<file path="src/rtl/hq_ldrep_pkg.sv">
package hq_ldrep_pkg;
  localparam int AW    = 64;  // address width
  localparam int HW    = 16;  // element width
  localparam int NELEM = 8;   // elements per group
  localparam int QW    = HW * NELEM;
  localparam int RW    = 5;   // register index width

  typedef enum logic [1:0] {
    ST_IDLE,
    ST_STEP,
    ST_REQ,
    ST_RSP
  } st_e;

  typedef struct packed {
    logic          hit;
    logic [RW-1:0] rn;
    logic [RW-1:0] dst;
  } dec_t;
endpackage

</file>
<file path="src/rtl/hq_ldrep_decode.sv">
module hq_ldrep_decode
  import hq_ldrep_pkg::*;
#(
  parameter int PRED_W = 64
) (
  input  logic [31:0]       insn_i,
  input  logic [PRED_W-1:0] pred_i,
  output dec_t              dec_o,
  output logic [NELEM-1:0]  act_o,
  output logic [AW-1:0]     off_o
);
  localparam logic [11:0] OPC_HI = 12'hA48;
  localparam logic [2:0]  OPC_MID = 3'b001;
  localparam int          SCALE = $clog2(QW / 8);

  logic signed [3:0] imm;
  logic              pred_unused;

  assign imm       = insn_i[19:16];
  assign dec_o.hit = (insn_i[31:20] == OPC_HI) && (insn_i[15:13] == OPC_MID);
  assign dec_o.rn  = insn_i[9:5];
  assign dec_o.dst = insn_i[4:0];
  assign off_o     = {{(AW - 4 - SCALE){imm[3]}}, imm, {SCALE{1'b0}}};

  // Halfword element e is governed by the even predicate bit 2e.
  for (genvar e = 0; e < NELEM; e++) begin : g_tap
    assign act_o[e] = pred_i[2*e];
  end

  assign pred_unused = ^{pred_i, insn_i[12:10]};
endmodule

</file>
<file path="src/rtl/hq_ldrep_bcast.sv">
module hq_ldrep_bcast
  import hq_ldrep_pkg::*;
#(
  parameter int VLEN = 512
) (
  input  logic [QW-1:0]   quad_i,
  output logic [VLEN-1:0] vec_o
);
  localparam int NSLICE = VLEN / QW;

  for (genvar s = 0; s < NSLICE; s++) begin : g_slice
    assign vec_o[s*QW +: QW] = quad_i;
  end
endmodule

</file>
<file path="src/rtl/hq_ldrep_seq.sv">
module hq_ldrep_seq
  import hq_ldrep_pkg::*;
(
  input  logic             clk,
  input  logic             rst,
  input  logic             start_i,
  input  dec_t             dec_i,
  input  logic [NELEM-1:0] act_i,
  input  logic [AW-1:0]    off_i,
  input  logic [AW-1:0]    base_i,
  input  logic [AW-1:0]    sp_i,
  output logic             busy_o,
  output logic             undef_o,
  output logic             fault_o,
  output logic             req_valid_o,
  output logic [AW-1:0]    req_addr_o,
  input  logic             req_ready_i,
  input  logic             rsp_valid_i,
  input  logic [HW-1:0]    rsp_data_i,
  output logic             done_o,
  output logic [RW-1:0]    dst_o,
  output logic [QW-1:0]    quad_o
);
  localparam int            EW     = $clog2(NELEM);
  localparam logic [EW-1:0] LAST   = EW'(NELEM - 1);
  localparam int            ALIGNW = $clog2(QW / 8);
  localparam logic [RW-1:0] SP_IDX = '1;
  localparam logic [AW-1:0] STRIDE = AW'(HW / 8);

  st_e              st_q;
  logic [EW-1:0]    elem_q;
  logic [AW-1:0]    addr_q;
  logic [NELEM-1:0] act_q;
  logic [QW-1:0]    quad_q;
  logic [RW-1:0]    dst_q;
  logic             req_q, done_q, undef_q, fault_q;

  logic             use_sp, misalign, cur_act, resolve;
  logic [AW-1:0]    ea;

  always_comb begin
    use_sp   = (dec_i.rn == SP_IDX);
    ea       = (use_sp ? sp_i : base_i) + off_i;
    misalign = use_sp && (|act_i) && (|sp_i[ALIGNW-1:0]);
    cur_act  = act_q[elem_q];
    resolve  = ((st_q == ST_STEP) && !cur_act) ||
               ((st_q == ST_RSP) && rsp_valid_i);
  end

  always_ff @(posedge clk) begin
    if (rst) begin
      st_q    <= ST_IDLE;
      elem_q  <= '0;
      addr_q  <= '0;
      act_q   <= '0;
      quad_q  <= '0;
      dst_q   <= '0;
      req_q   <= 1'b0;
      done_q  <= 1'b0;
      undef_q <= 1'b0;
      fault_q <= 1'b0;
    end else begin
      done_q  <= 1'b0;
      undef_q <= 1'b0;
      fault_q <= 1'b0;
      unique case (st_q)
        ST_IDLE: begin
          if (start_i) begin
            if (!dec_i.hit) begin
              undef_q <= 1'b1;
            end else if (misalign) begin
              fault_q <= 1'b1;
              dst_q   <= dec_i.dst;
            end else begin
              st_q   <= ST_STEP;
              elem_q <= '0;
              addr_q <= ea;
              act_q  <= act_i;
              quad_q <= '0;
              dst_q  <= dec_i.dst;
            end
          end
        end
        ST_STEP: begin
          if (cur_act) begin
            req_q <= 1'b1;
            st_q  <= ST_REQ;
          end
        end
        ST_REQ: begin
          if (req_ready_i) begin
            req_q <= 1'b0;
            st_q  <= ST_RSP;
          end
        end
        ST_RSP: begin
          if (rsp_valid_i) begin
            quad_q[int'(elem_q)*HW +: HW] <= rsp_data_i;
            st_q <= ST_STEP;
          end
        end
        default: st_q <= ST_IDLE;
      endcase
      if (resolve) begin
        if (elem_q == LAST) begin
          st_q   <= ST_IDLE;
          done_q <= 1'b1;
        end else begin
          elem_q <= elem_q + 1'b1;
          addr_q <= addr_q + STRIDE;
        end
      end
    end
  end

  assign busy_o      = (st_q != ST_IDLE);
  assign undef_o     = undef_q;
  assign fault_o     = fault_q;
  assign req_valid_o = req_q;
  assign req_addr_o  = addr_q;
  assign done_o      = done_q;
  assign dst_o       = dst_q;
  assign quad_o      = quad_q;
endmodule

</file>
<file path="src/rtl/hq_ldrep.sv">
module hq_ldrep
  import hq_ldrep_pkg::*;
#(
  parameter int VLEN = 512
) (
  input  logic                clk,
  input  logic                rst,
  input  logic                start_i,
  input  logic [31:0]         insn_i,
  input  logic [63:0]         base_i,
  input  logic [63:0]         sp_i,
  input  logic [VLEN/8-1:0]   pred_i,
  output logic                busy_o,
  output logic                undef_o,
  output logic                align_fault_o,
  output logic                mem_req_valid_o,
  output logic [63:0]         mem_req_addr_o,
  input  logic                mem_req_ready_i,
  input  logic                mem_rsp_valid_i,
  input  logic [15:0]         mem_rsp_data_i,
  output logic                done_o,
  output logic [4:0]          done_dst_o,
  output logic [VLEN-1:0]     done_vec_o
);
  localparam int PRED_W = VLEN / 8;

  dec_t             dec;
  logic [NELEM-1:0] act;
  logic [AW-1:0]    off;
  logic [QW-1:0]    quad;

  hq_ldrep_decode #(.PRED_W(PRED_W)) u_dec (
    .insn_i (insn_i),
    .pred_i (pred_i),
    .dec_o  (dec),
    .act_o  (act),
    .off_o  (off)
  );

  hq_ldrep_seq u_seq (
    .clk         (clk),
    .rst         (rst),
    .start_i     (start_i),
    .dec_i       (dec),
    .act_i       (act),
    .off_i       (off),
    .base_i      (base_i),
    .sp_i        (sp_i),
    .busy_o      (busy_o),
    .undef_o     (undef_o),
    .fault_o     (align_fault_o),
    .req_valid_o (mem_req_valid_o),
    .req_addr_o  (mem_req_addr_o),
    .req_ready_i (mem_req_ready_i),
    .rsp_valid_i (mem_rsp_valid_i),
    .rsp_data_i  (mem_rsp_data_i),
    .done_o      (done_o),
    .dst_o       (done_dst_o),
    .quad_o      (quad)
  );

  hq_ldrep_bcast #(.VLEN(VLEN)) u_bc (
    .quad_i (quad),
    .vec_o  (done_vec_o)
  );
endmodule

</file>
<file path="config.mk">
export PLATFORM = sky130hd
export DESIGN_NAME = hq_ldrep
export DESIGN_NICKNAME = d
export VERILOG_FILES = /design/src/rtl/hq_ldrep_pkg.sv /design/src/rtl/hq_ldrep_decode.sv /design/src/rtl/hq_ldrep_bcast.sv /design/src/rtl/hq_ldrep_seq.sv /design/src/rtl/hq_ldrep.sv
export SDC_FILE = /design/constraint.sdc
export NUM_CORES = 1
export LEC_CHECK = 0
export BUFFER_PORTS_ARGS = -buffer_cell sky130_fd_sc_hd__buf_2
export CAP_MARGIN = 40
export CORE_AREA = 2 2 319 321
export CTS_CLUSTER_DIAMETER = 30
export CTS_CLUSTER_SIZE = 10
export DETAILED_ROUTE_END_ITERATION = 8
export DIE_AREA = 0 0 321 323
export PLACE_DENSITY = 0.38
export SLEW_MARGIN = 40
export SYNTH_ARGS = -nofsm -noshare
export SYNTH_HDL_FRONTEND = slang
export SYNTH_SLANG_ARGS = --single-unit
</file>
<file path="constraint.sdc">
create_clock -name clk -period 14.69 [get_ports clk]
set_input_delay 2.938 -clock clk [delete_from_list [all_inputs] [get_ports clk]]
set_output_delay 2.938 -clock clk [all_outputs]
set_load 0.05 [all_outputs]
</file>
==> flow_summary.yaml <==
synthesis:
  ys_types: 84
  synthArstFlopShare_pct: 0
  synth.avg_cell_area_um2: 7.94
  synth_area_mm2: 0.0165
  synth_edf_count: 0
  syn-num-nets: 2403
  ys_seq_area_share_pct: 25.9
  ys_seq_elements: 214
  yosysWarnings: 0
  synthFlopType: "dfxtp_1"
  synth_cells: 2084
sta:
  worstMarginPinSlew_ps: 854
  whs_ps: 443
  period_share_pct: 50.7
  fin_ws_ps: 7240
  slew-limit-headroom_pct: 42.9
  rsz0062_at_grt: "false"
  max_freq_mhz: 134
  setup_viol: 0
  maxSlewViolCount: 0
  fin_tns_setup_ps: 0
  finClkSkew_ps: 30.6
  hold_viol_final: 0
  period_needed_ps: 7450
setup_path:
  cp_cell_sequence: "buf_2 -> and3_1 -> nand3_4 -> buf_4 -> mux2_2 -> ha_1 -> fa_1 -> a21o_1 -> a221o_1 -> nand3_1 -> o21ai_1 -> o21ai_0 -> o21ai_1 -> a31oi_1 -> xnor2_1 -> o211a_1"
  rr_startpoint: "u_seq.elem_q[0]"
  crit_buf_inv: 2
  setup.worst_path.start: "insn_i[7]"
  cp_max_fo: 40
  crit_path_top_delay_cell: "a31oi_1"
  startpoint_type: "input pin"
  critical_path_class: "input pin to flop"
  cp.required_ps: 15180
  critPathMaxStageDelay_ps: 610
  crit_family: "compound AO/OA/AOI/OAI gates"
  arrival_ps: 7940
  cpMostUsedCell: "o21ai_1"
  cp-end-kind: "flop"
cts:
  cts-htree-levels: 3
  hold_buffers: 0
  clkLatencyLatePin_ps: 630
  cts_made_buffers: 85
  clock-sinks: 214
  clock_path_buffers: 3
  cts_resized: 0
  cts_tree: "built"
  root_buffer: "clkbuf_16"
  postCtsSetupRepairBufs: 0
  clkTransAtPathRegs_ps: 40
floorplanning:
  die_w_um: 321
  rows: 117
  start_util_pct: 16.4
  die_area_mm2: 0.104
  pin_count: 831
  die_y_um: 323
  core_area_mm2: 0.101
power:
  pwr_density_cell_mw_per_mm2: 117
  vdd_drop_max_mv: 0.0655
  total_power_mw: 2.52
  p_leak_nw: 10.3
hold_path:
  hp-class: "flop to flop"
  hp-start: "u_seq.dst_o[4]"
grt:
  grt_overflow: 0
  grt_max_degree: 99
  grt_pass1_wl_um: 116000
  grt_antenna_before_repair: 16
  grt_usage_pct: 15.5
  grt_pass1_vias: 15700
cells_and_area:
  fillCellCount: 11300
  nets: 2780
  drive_gt1_share_pct: 40.9
  finalInstanceArea_mm2: 0.0216
  fin_cells: 3839
  finalCoreUtilization_pct: 21.5
  syn2layout_area_growth_pct: 30.6
drt:
  num_vias: 16500
  ant_nets: 0
  routed_via_density: 4.31
  first_iter_violations: 962
  routedWlPerCell_um: 22.0
  routed_wl_um: 84500
  drc: 0
  dr.pass1.iters: 5
run:
  maxCapViolations: 0
place:
  dpl.hpwl_um: 64200
  gp_congestion: 0.834
  pre_cts_ws_ps: 6460
  place_inst: 3683
  dpl-instance-area_mm2: 0.0189
  io_buffers: 771
status:
  status: "finished clean"
[registers in the layout, summed over array words and instances, names as in the netlist]
signal             cells
u_seq.quad_o         128
u_seq.done_o           1
u_seq.fault_o          1
u_seq.st_q             2
u_seq.act_q            8
u_seq.undef_o          1
u_seq.req_addr_o      64
u_seq.elem_q           3
u_seq.dst_o            5
u_seq.req_valid_o      1
[placed cells by master (no fill, tap or decap), types with 44 or more instances in the layout]
cell / netlist / layout
nor2_1: 196 / 195
nand3_1: 52 / 50
dfxtp_1: 214 / 214
a21oi_1: 156 / 156
buf_2: 26 / 770
nand2_1: 136 / 134
a22oi_1: 110 / 110
ha_1: 73 / 73
clkbuf_16: 0 / 85
mux2_2: 62 / 62
a21o_1: 44 / 44
o21ai_0: 71 / 71
[worst paths after layout]
path / endpoint / slack (ps) / depth (start not counted)
max: u_seq.req_addr_o[54] / 7240 / 16
min: u_seq.dst_o[4] / 440 / 2
max reg2reg: u_seq.req_addr_o[48] / 10660 / 9
min reg2reg: u_seq.dst_o[4] / 440 / 2
[worst register-to-register path, delay by kind of cell, from the launching register on]
kind	cells	cell delay, ps
mux	3	1210
simple gates	3	1090
flops	1	720
buf+inv	1	480
compound gates	2	440
[where the power goes]
group | leakage (nW) | internal (mW) | switching (mW)
registers | 1.72 | 0.584 | 0.0000353
clock network | 1.33 | 1.18 | 0.492
logic | 7.26 | 0.0992 | 0.163
total | 10.3 | 1.86 | 0.655
[layout make-up]
class	instances	area, um2	area share, %
diodes	4	10.0	0.0463
repair buffers	793	4040	18.7
inverters	26	97.6	0.452
clock buffers	129	2440	11.3
clock inverters	23	273	1.26
multi-input cells	1341	8820	40.8
flip-flops and latches	214	4280	19.8
well taps	1309	1640	7.58
[per-layer routing]
| layer | vias up | wire [um] | global-route usage (%) |
|---|---|---|---|
| li1 | 7909 | - | - |
| met1 | 7847 | 33900 | 17.8 |
| met2 | 650 | 42000 | 27.4 |
| met3 | 134 | 5550 | 4.13 |
| met4 | 8 | 2950 | 5.98 |
| met5 | - | 53 | 0 |
[synth_stat cells (all sizes together), types with 5 or more instances]
| master | number | share of area (%) |
|---|---|---|
| ha | 73 | 5.5 |
| a21o | 44 | 2.0 |
| a31oi | 26 | 0.98 |
| xor2 | 23 | 1.2 |
| a31o | 5 | 0.26 |
| nor3b | 6 | 0.27 |
| buf | 423 | 19 |
| xnor2 | 26 | 1.4 |
| inv | 26 | 0.59 |
| a221o | 5 | 0.30 |
| o211ai | 5 | 0.23 |
| a311oi | 5 | 0.26 |
| o21ai | 82 | 2.5 |
| nor2 | 210 | 5.1 |
| and4 | 8 | 0.42 |
| dfxtp | 214 | 26 |
| a311o | 5 | 0.30 |
| or4 | 5 | 0.25 |
| mux2 | 63 | 4.3 |
| nand3 | 52 | 1.6 |
| a21oi | 156 | 4.7 |
| and2 | 11 | 0.43 |
| nor2b | 11 | 0.42 |
| nor3 | 46 | 1.6 |
| a211oi | 21 | 0.95 |
| nand2 | 136 | 3.1 |
| o2111ai | 5 | 0.37 |
| nand2b | 8 | 0.30 |
| o21bai | 10 | 0.45 |
| nand4 | 35 | 1.3 |
| mux2i | 11 | 0.67 |
| or2 | 5 | 0.19 |
| a41oi | 5 | 0.26 |
| nor4 | 14 | 0.66 |
| and3 | 36 | 1.4 |
| a22oi | 120 | 5.7 |
| o22ai | 8 | 0.30 |
| o31ai | 8 | 0.36 |
| clkbuf | 80 | 1.9 |
[cells by family after synthesis]
kind of cell               after synthesis  share of synthesized area [%]
adders and majority gates               74                           5.64
buffers and inverters                  529                           21.1
AOI/OAI and AO/OA                      546                           21.9
xor gates and xnor gates                49                           2.59
and+or+nand+nor                        596                           17.6
DFF                                    214                           25.9
muxes                                   76                           5.22
(Power assumes the default switching activity.)
